File: config.mk
export PLATFORM = sky130hd
export DESIGN_NAME = serial_reg_loader
export DESIGN_NICKNAME = d
export VERILOG_FILES = /design/src/rtl/srl_pkg.sv /design/src/rtl/srl_edge_detect.sv /design/src/rtl/srl_shift_stage.sv /design/src/rtl/srl_reg_bank.sv /design/src/rtl/serial_reg_loader.sv
export SDC_FILE = /design/constraint.sdc
export NUM_CORES = 1
export LEC_CHECK = 0
export CORE_MARGIN = 2
export CORE_UTILIZATION = 50
export CTS_CLUSTER_DIAMETER = 120
export DETAILED_ROUTE_END_ITERATION = 8
export PLACE_DENSITY = 0.77
export SYNTH_ARGS = -nofsm -noshare
export SYNTH_HDL_FRONTEND = slang
export SYNTH_SLANG_ARGS = --single-unit
File: constraint.sdc
create_clock -name clk -period 2.5 [get_ports clk]
set_input_delay 0.25 -clock clk [delete_from_list [all_inputs] [get_ports clk]]
set_output_delay 0.25 -clock clk [all_outputs]
set_load 0.03 [all_outputs]
File: src/rtl/srl_pkg.sv
package srl_pkg;
  localparam int WORD_W   = 16;
  localparam int ADDR_W   = 4;
  localparam int NUM_REGS = 2;
  localparam int CNT_W    = $clog2(WORD_W);

  typedef logic [WORD_W-1:0] word_t;
  typedef logic [ADDR_W-1:0] addr_t;
  typedef logic [CNT_W-1:0]  cnt_t;

  // New bit enters at the top; the oldest bit falls off bit 0.
  function automatic word_t shift_lsb_first(input word_t cur, input logic din);
    return {din, cur[WORD_W-1:1]};
  endfunction

  function automatic addr_t word_addr(input word_t w);
    return w[WORD_W-1 -: ADDR_W];
  endfunction

  function automatic logic addr_in_range(input addr_t a);
    return (int'(a) < NUM_REGS);
  endfunction

  function automatic cnt_t count_next(input cnt_t c);
    return (int'(c) == WORD_W - 1) ? '0 : cnt_t'(c + 1'b1);
  endfunction
endpackage

File: src/rtl/srl_edge_detect.sv
module srl_edge_detect #(
  parameter int N = 3
) (
  input  logic         clk,
  input  logic         rst_n,
  input  logic [N-1:0] sig_in,
  output logic [N-1:0] rise
);
  logic [N-1:0] prev_q;

  for (genvar i = 0; i < N; i++) begin : g_edge
    always_ff @(posedge clk) begin
      if (!rst_n) prev_q[i] <= 1'b0;
      else        prev_q[i] <= sig_in[i];
    end
    assign rise[i] = sig_in[i] & ~prev_q[i];
  end
endmodule

File: src/rtl/srl_shift_stage.sv
module srl_shift_stage
  import srl_pkg::*;
(
  input  logic  clk,
  input  logic  rst_n,
  input  logic  sclk_rise,
  input  logic  cs_level,
  input  logic  cs_rise,
  input  logic  sdi,
  output word_t hold_q,
  output word_t hold_next,
  output cnt_t  bit_cnt,
  output logic  shift_evt,
  output logic  word_done
);
  cnt_t cnt_base;

  assign shift_evt = sclk_rise & cs_level;
  assign cnt_base  = cs_rise ? '0 : bit_cnt;
  assign word_done = shift_evt & (int'(cnt_base) == WORD_W - 1);
  assign hold_next = shift_evt ? shift_lsb_first(hold_q, sdi) : hold_q;

  always_ff @(posedge clk) begin
    if (!rst_n) begin
      hold_q  <= '0;
      bit_cnt <= '0;
    end else begin
      hold_q  <= hold_next;
      bit_cnt <= shift_evt ? count_next(cnt_base) : cnt_base;
    end
  end
endmodule

File: src/rtl/srl_reg_bank.sv
module srl_reg_bank
  import srl_pkg::*;
(
  input  logic                       clk,
  input  logic                       rst_n,
  input  logic                       latch_en,
  input  word_t                      latch_word,
  output logic [NUM_REGS-1:0][WORD_W-1:0] regs_q,
  output logic                       wr_pulse
);
  addr_t               sel_addr;
  logic                sel_ok;
  logic [NUM_REGS-1:0] hit;

  assign sel_addr = word_addr(latch_word);
  assign sel_ok   = addr_in_range(sel_addr);

  for (genvar r = 0; r < NUM_REGS; r++) begin : g_reg
    assign hit[r] = latch_en & sel_ok & (int'(sel_addr) == r);
    always_ff @(posedge clk) begin
      if (!rst_n)      regs_q[r] <= '0;
      else if (hit[r]) regs_q[r] <= latch_word;
    end
  end

  always_ff @(posedge clk) begin
    if (!rst_n) wr_pulse <= 1'b0;
    else        wr_pulse <= |hit;
  end
endmodule

File: src/rtl/serial_reg_loader.sv
module serial_reg_loader
  import srl_pkg::*;
(
  input  logic        clk,
  input  logic        rst_n,
  input  logic        sclk,
  input  logic        sdi,
  input  logic        cs,
  input  logic        strobe,
  output logic [15:0] motor_a_ctrl,
  output logic [15:0] motor_b_ctrl,
  output logic        wr_pulse
);
  localparam int EDGE_N = 3;

  logic [EDGE_N-1:0] edge_in, edge_rise;
  logic  sclk_rise, cs_rise, stb_rise;
  word_t hold_q, hold_next;
  cnt_t  bit_cnt;
  logic  shift_evt, word_done;
  logic  latch_en;
  word_t latch_word;
  logic [NUM_REGS-1:0][WORD_W-1:0] regs_q;

  assign edge_in = {strobe, cs, sclk};

  srl_edge_detect #(.N(EDGE_N)) u_edge (
    .clk   (clk),
    .rst_n (rst_n),
    .sig_in(edge_in),
    .rise  (edge_rise)
  );

  assign sclk_rise = edge_rise[0];
  assign cs_rise   = edge_rise[1];
  assign stb_rise  = edge_rise[2];

  srl_shift_stage u_shift (
    .clk      (clk),
    .rst_n    (rst_n),
    .sclk_rise(sclk_rise),
    .cs_level (cs),
    .cs_rise  (cs_rise),
    .sdi      (sdi),
    .hold_q   (hold_q),
    .hold_next(hold_next),
    .bit_cnt  (bit_cnt),
    .shift_evt(shift_evt),
    .word_done(word_done)
  );

  // Strobe edge latches; a strobe held high latches each completed word.
  assign latch_en   = stb_rise | (word_done & strobe);
  assign latch_word = hold_next;

  srl_reg_bank u_bank (
    .clk       (clk),
    .rst_n     (rst_n),
    .latch_en  (latch_en),
    .latch_word(latch_word),
    .regs_q    (regs_q),
    .wr_pulse  (wr_pulse)
  );

  assign motor_a_ctrl = regs_q[0];
  assign motor_b_ctrl = regs_q[1];
endmodule

==> flow_summary.toml, run 1 <==
[clock_network]
clockBufferDepth = 2
post_cts_buffers = 0
hold_buffers = 0
cts_tree = "built"
root_buffer = "clkbuf_8"
htreeDepth = 2
ctsResizeCount = 0
cts.sinks = 56
clk_pin_slew_worst_paths_ps = 100
cts_made_buffers = 5
insertion_delay_ps = 300

[status]
outcome = "finished clean"

[floorplanning]
num_io_pins = 39
start_util_pct = 53.1
fp.dieW_um = 69.9
die_y_um = 69.9
num_rows = 23
dieArea_um2 = 4880
core_area_um2 = 4090

[layout]
multiInputGateArea_um2 = 935
area_delta_synth_final_pct = 24.4
fin_cells = 302
finalNetCount = 258
nFillCells = 348
num_antenna_cells = 0
drive_gt1_share_pct = 13.1
seqCellArea_um2 = 1120

[sta]
worst_pin_slew_ps = 358
skew_ps = 5.74
fmax_mhz = 465
rsz0062_at_grt = "false"
final.setup.tns_ps = 0
finalHoldViolCount = 0
finalCritPeriodShare_pct = 86.0
min_period_ps = 2150
finalSetupViolations = 0
final-max-slew-violation-count = 0
layout_setup_ws_ps = 351
slew_headroom_pct = 76.1

[logic_synthesis]
synth.distinct_cells = 37
syn_nets = 217
synth_area_um2 = 2170
synth_top_area_share_pct = 51.6
synth_edf_count = 0
netlist_instances = 210
synthArstFlopShare_pct = 0
synth_seq_cells = 56
synth_common_cells = "dfxtp_1 (56), nand2_1 (49), mux2i_1 (24)"
synth_area_leader_cell = "dfxtp_1"
ys.flop_type = "dfxtp_1"
synth_area_per_cell_um2 = 10.3
ys_seq_area_share_pct = 51.6
synth_most_common_cell = "dfxtp_1"
yosys_warnings = 0
synthTopCellsByArea = "dfxtp_1 (52%), mux2i_1 (11%), nand2_1 (8.5%)"

[critical_path]
reg2reg_from = "u_edge.prev_q[1]"
r2r-end = "u_bank.regs_q[30]"
crit_slowest_cell = "clkdlybuf4s50_1"
path_cells = "clkdlybuf4s50_1 > or2b_1 > and2_1 > ha_1 > nand4_1 > o211ai_1 > o2111ai_4 > buf_12 > and3_1"
crit_family = "simple AND/OR/NAND/NOR gates"
critPathKind = "in2reg"
slowest_delay_ps = 450
cp_max_fo = 16
worstPathArrival_ps = 2350
worstSetupEndpointType = "register"
cp-start-kind = "input port"
reg2reg_depth = 8
cp.depth = 9
cp.required_ps = 2700
crit_buf_inv = 2
startpoint = "cs"
critPathCapture = "u_bank.regs_q[30]"
reg2reg_slack_ps = 450

[route]
drc_errors = 0
routedWlPerCell_um = 12.6
vias_per_cell = 4.91
ant_nets = 0
num_vias = 1484
drt_iter0_markers = 47
totalWireLength_um = 3790
drt-pass1-iter-count = 4

[global_route]
grt_pass1_vias = 1408
grt_max_degree = 38
use_met2_pct = 26.7
met3_usage_pct = 5.77
grt.busiest_layer = "met2"
antenna_found_initial = 0
grt_overflow = 0
grt_pass1_wl_um = 6510
grt.met1_usage_pct = 20.8
grt_use_total_pct = 16.6

[placement]
dp_hpwl_um = 2530
gp_congestion = 0.740
numPlacedInstances = 294
dp_slack_ps = 20.6
port_buffers = 38

[min_path]
hold_class = "in2reg"

[power_and_ir_drop]
ir_worst_vdd_mv = 0.360
powerDensity_nw_per_um2 = 554
p_leak_nw = 1.23

[flow_run]
cap_violations = 0
power breakdown:
part	switching (mW)	total, mW	internal [mW]	leakage, nW
clock	0.283	0.509	0.226	0.0445
combinational	0.0475	0.0854	0.0379	0.733
sequential	0.00428	0.901	0.897	0.452
worst min path at each step:
stage	end	slack [ps]	cells past startpoint	from
4_1_cts	u_shift.bit_cnt[3]	310	3	rst_n
5_1_grt	u_shift.bit_cnt[3]	340	3	rst_n
3_3_place_gp	u_bank.regs_q[28]	440	2	u_bank.regs_q[28]
2_1_floorplan	u_edge.prev_q[0]	370	1	sclk
6_report	u_shift.bit_cnt[3]	320	3	rst_n
3_5_place_dp	u_bank.regs_q[28]	440	2	u_bank.regs_q[28]
registers in the layout, indices dropped and copies added (netlist names):
signal,flops
u_bank.regs_q,32
u_shift.bit_cnt,4
u_edge.prev_q,3
u_bank.wr_pulse,1
u_shift.hold_q,16
worst reg2reg max path: cells and delay by family (launching register included):
kind,cells,cell delay (ps)
buffers and inverters,1,190
AND/OR/NAND/NOR,4,680
AO/OA/AOI/OAI,2,530
adder cells (fa/ha/maj),1,190
flip-flops,1,370
through the flow:
step	hold slack (ps)	cell area [um2]	total power, mW	util [%]
final	324	2700	1.50	66.1
after floorplan	372	2170	0.983	-
after global placement	440	2610	1.01	63.8
after global routing	339	2700	1.56	66.1
after CTS	313	2700	1.51	66.1
after detailed placement	445	2610	1.01	63.8
cells in the final DEF, fill, tap and decap left out, types with 2 or more instances in the layout:
cell type / Yosys / routed
clkdlybuf4s50_1: 0 / 37
mux2_2: 12 / 12
mux2i_1: 24 / 24
nand2_1: 49 / 49
inv_1: 13 / 13
clkbuf_8: 0 / 6
buf_4: 0 / 6
nand2b_1: 2 / 2
dfxtp_1: 56 / 56
and2_1: 7 / 7
a21boi_0: 4 / 4
and3_1: 7 / 7
final cells by class:
type                            count  area share (%)
Sequential cell                    56            41.5
Multi-Input combinational cell    130            34.6
Timing Repair Buffer               45            16.3
Clock buffer                        7            3.20
Tap cell                           50            2.32
Inverter                           13            1.81
Clock inverter                      1           0.278
cells by family (layout without fill, tap and decap cells):
group,after synthesis,after routing,share of synthesized area (%)
xor gates and xnor gates,2,2,0.807
and+or+nand+nor,76,76,17.1
AOI/OAI and AO/OA,14,14,6.63
DFF,56,56,51.6
buffers and inverters,24,66,5.30
adders and majority gates,1,1,0.576
muxes,37,37,17.9
routing by layer:
layer,vias to the layer above,routed length [um],share of wire [%]
met5,-,0,0
met4,0,55,1.5
met3,6,204,5.4
met2,26,1690,45
met1,681,1840,48
li1,771,-,-
Note: power is estimated with default switching activity, not from simulation.
==> run 2: changes to the inputs <==
--- a/config.mk
+++ b/config.mk
@@ -10,5 +10,5 @@
 export CTS_CLUSTER_DIAMETER = 120
 export DETAILED_ROUTE_END_ITERATION = 8
-export PLACE_DENSITY = 0.77
+export PLACE_DENSITY = 0.85
 export SYNTH_ARGS = -nofsm -noshare
 export SYNTH_HDL_FRONTEND = slang
==> constraint.sdc (replaced) <==
create_clock -name clk -period 2.5 [get_ports clk]
set_input_delay 0.25 -clock clk [delete_from_list [all_inputs] [get_ports clk]]
set_output_delay 0.25 -clock clk [all_outputs]
set_load 0.005 [all_outputs]
==> flow_summary.toml, run 2 (same netlist as run 1, synthesis figures left out) <==
[layout]
reg_top3 = "u_bank.regs_q: 32 flops, u_shift.hold_q: 16 flops, u_shift.bit_cnt: 4 flops"
layout_common_cells = "dfxtp_1 (56), nand2_1 (49), clkdlybuf4s50_1 (38)"
final_common_cell = "dfxtp_1"
finalInstanceArea_um2 = 2740
largest_register = "u_bank.regs_q"
seqCellArea_um2 = 1120
finalNetCount = 259
area_delta_synth_final_pct = 26.0
fin_cells = 303
num_antenna_cells = 0
fin_util_pct = 66.9
largest_reg_flops = 32
nFillCells = 319
drive_gt1_share_pct = 13.4
multiInputGateArea_um2 = 935

[sta]
final-max-slew-violation-count = 0
worst_pin_slew_ps = 493
skew_ps = 5.92
fmax_mhz = 456
finalHoldViolCount = 0
hold_ws_ps = 455
finalSetupViolations = 0
rsz0062_at_grt = "false"
final.setup.tns_ps = 0
min_period_ps = 2190
layout_setup_ws_ps = 308
slew_headroom_pct = 67.1
finalCritPeriodShare_pct = 87.7

[critical_path]
reg2reg_depth = 8
cp-start-kind = "input port"
reg2reg_from = "u_edge.prev_q[1]"
slowest_delay_ps = 490
worstPathArrival_ps = 2440
crit_slowest_cell = "clkdlybuf4s50_1"
reg2reg_slack_ps = 390
cp_max_fo = 11
path_cells = "clkdlybuf4s50_1 > or2b_1 > and2_1 > ha_1 > nand4_1 > o211ai_1 > o2111ai_4 > buf_4 > mux2i_1"
worstSetupEndpointType = "register"
critPathKind = "in2reg"
r2r-end = "u_bank.regs_q[21]"
cp.required_ps = 2750

[global_route]
grt_max_degree = 57
grt_use_total_pct = 16.7
antenna_found_initial = 0
grt_pass1_wl_um = 6580
grt_pass1_vias = 1523
grt_overflow = 0

[floorplanning]
die_y_um = 69.9
start_util_pct = 53.1
num_io_pins = 39
num_rows = 23
dieArea_um2 = 4880
fp.dieW_um = 69.9
core_area_um2 = 4090

[status]
outcome = "finished clean"

[clock_network]
clockBufferDepth = 2
cts_made_buffers = 5
post_cts_buffers = 0
clk_pin_slew_worst_paths_ps = 100
cts.sinks = 56
htreeDepth = 2
insertion_delay_ps = 310
root_buffer = "clkbuf_8"
hold_buffers = 0
ctsResizeCount = 0
cts_tree = "built"

[route]
num_vias = 1518
totalWireLength_um = 3930
drc_errors = 0
drt-pass1-iter-count = 4
ant_nets = 0
vias_per_cell = 5.01
drt_iter0_markers = 53
routedWlPerCell_um = 13.0

[min_path]
hold_class = "reg2reg"
min_to = "u_bank.regs_q[28]"
hold_start = "u_bank.regs_q[28]"
min_path_cells = 2

[placement]
dp_hpwl_um = 2680
gp_congestion = 0.833
numPlacedInstances = 295
placed_area_um2 = 2620
port_buffers = 38
dp_slack_ps = 16.9

[power_and_ir_drop]
powerDensity_nw_per_um2 = 583
p_total_mw = 1.60
p_leak_nw = 1.24
ir_worst_vdd_mv = 0.389

[flow_run]
cap_violations = 0
==> run 2: cell count changes in the layout (fill, tap and decap cells not counted), sizes merged <==
cell | previous run | this run
clkbuf | 7 | 5
inv | 13 | 14
bufinv | 0 | 1
clkdlybuf4s50 | 37 | 38
==> run 2: area by class of cell <==
type	instances	share of cell area, %
multi-input cells	130	34.2
clock buffers	5	2.52
inverters	13	1.78
flip-flops and latches	56	41.0
repair buffers	46	16.6
well taps	50	2.29
clock inverters	3	1.69
==> run 2: worst max path at each step <==
stage                   endpoint              from
2_1_floorplan  u_bank.regs_q[19]  u_edge.prev_q[1]
3_3_place_gp   u_bank.regs_q[26]                cs
3_5_place_dp   u_bank.regs_q[22]                cs
4_1_cts        u_bank.regs_q[21]                cs
5_1_grt        u_bank.regs_q[22]                cs
6_report       u_bank.regs_q[22]                cs
==> run 2: per-layer routing <==
layer / vias up / wire length, um / part of all wire, % / global-route usage (%)
met3: 6 / 169 / 4.3 / 5.48
li1: 773 / - / - / -
met4: 0 / 60 / 1.5 / 6.41
met1: 716 / 1780 / 45 / 19.8
met5: - / 0 / 0 / 0
met2: 23 / 1920 / 49 / 28.0
==> run 2: report_power, final <==
part	switching (mW)	internal, mW	total, mW
Sequential	0.00429	0.897	0.901
Combinational	0.0449	0.0429	0.0878
Clock	0.304	0.302	0.606
Total	0.353	1.24	1.60
==> run 2: critical path: cells and delay by family <==
kind	cells	cell delay, ps
buf+inv	2	780
simple gates	3	590
compound gates	2	360
fa+ha+maj	1	230
mux	1	220
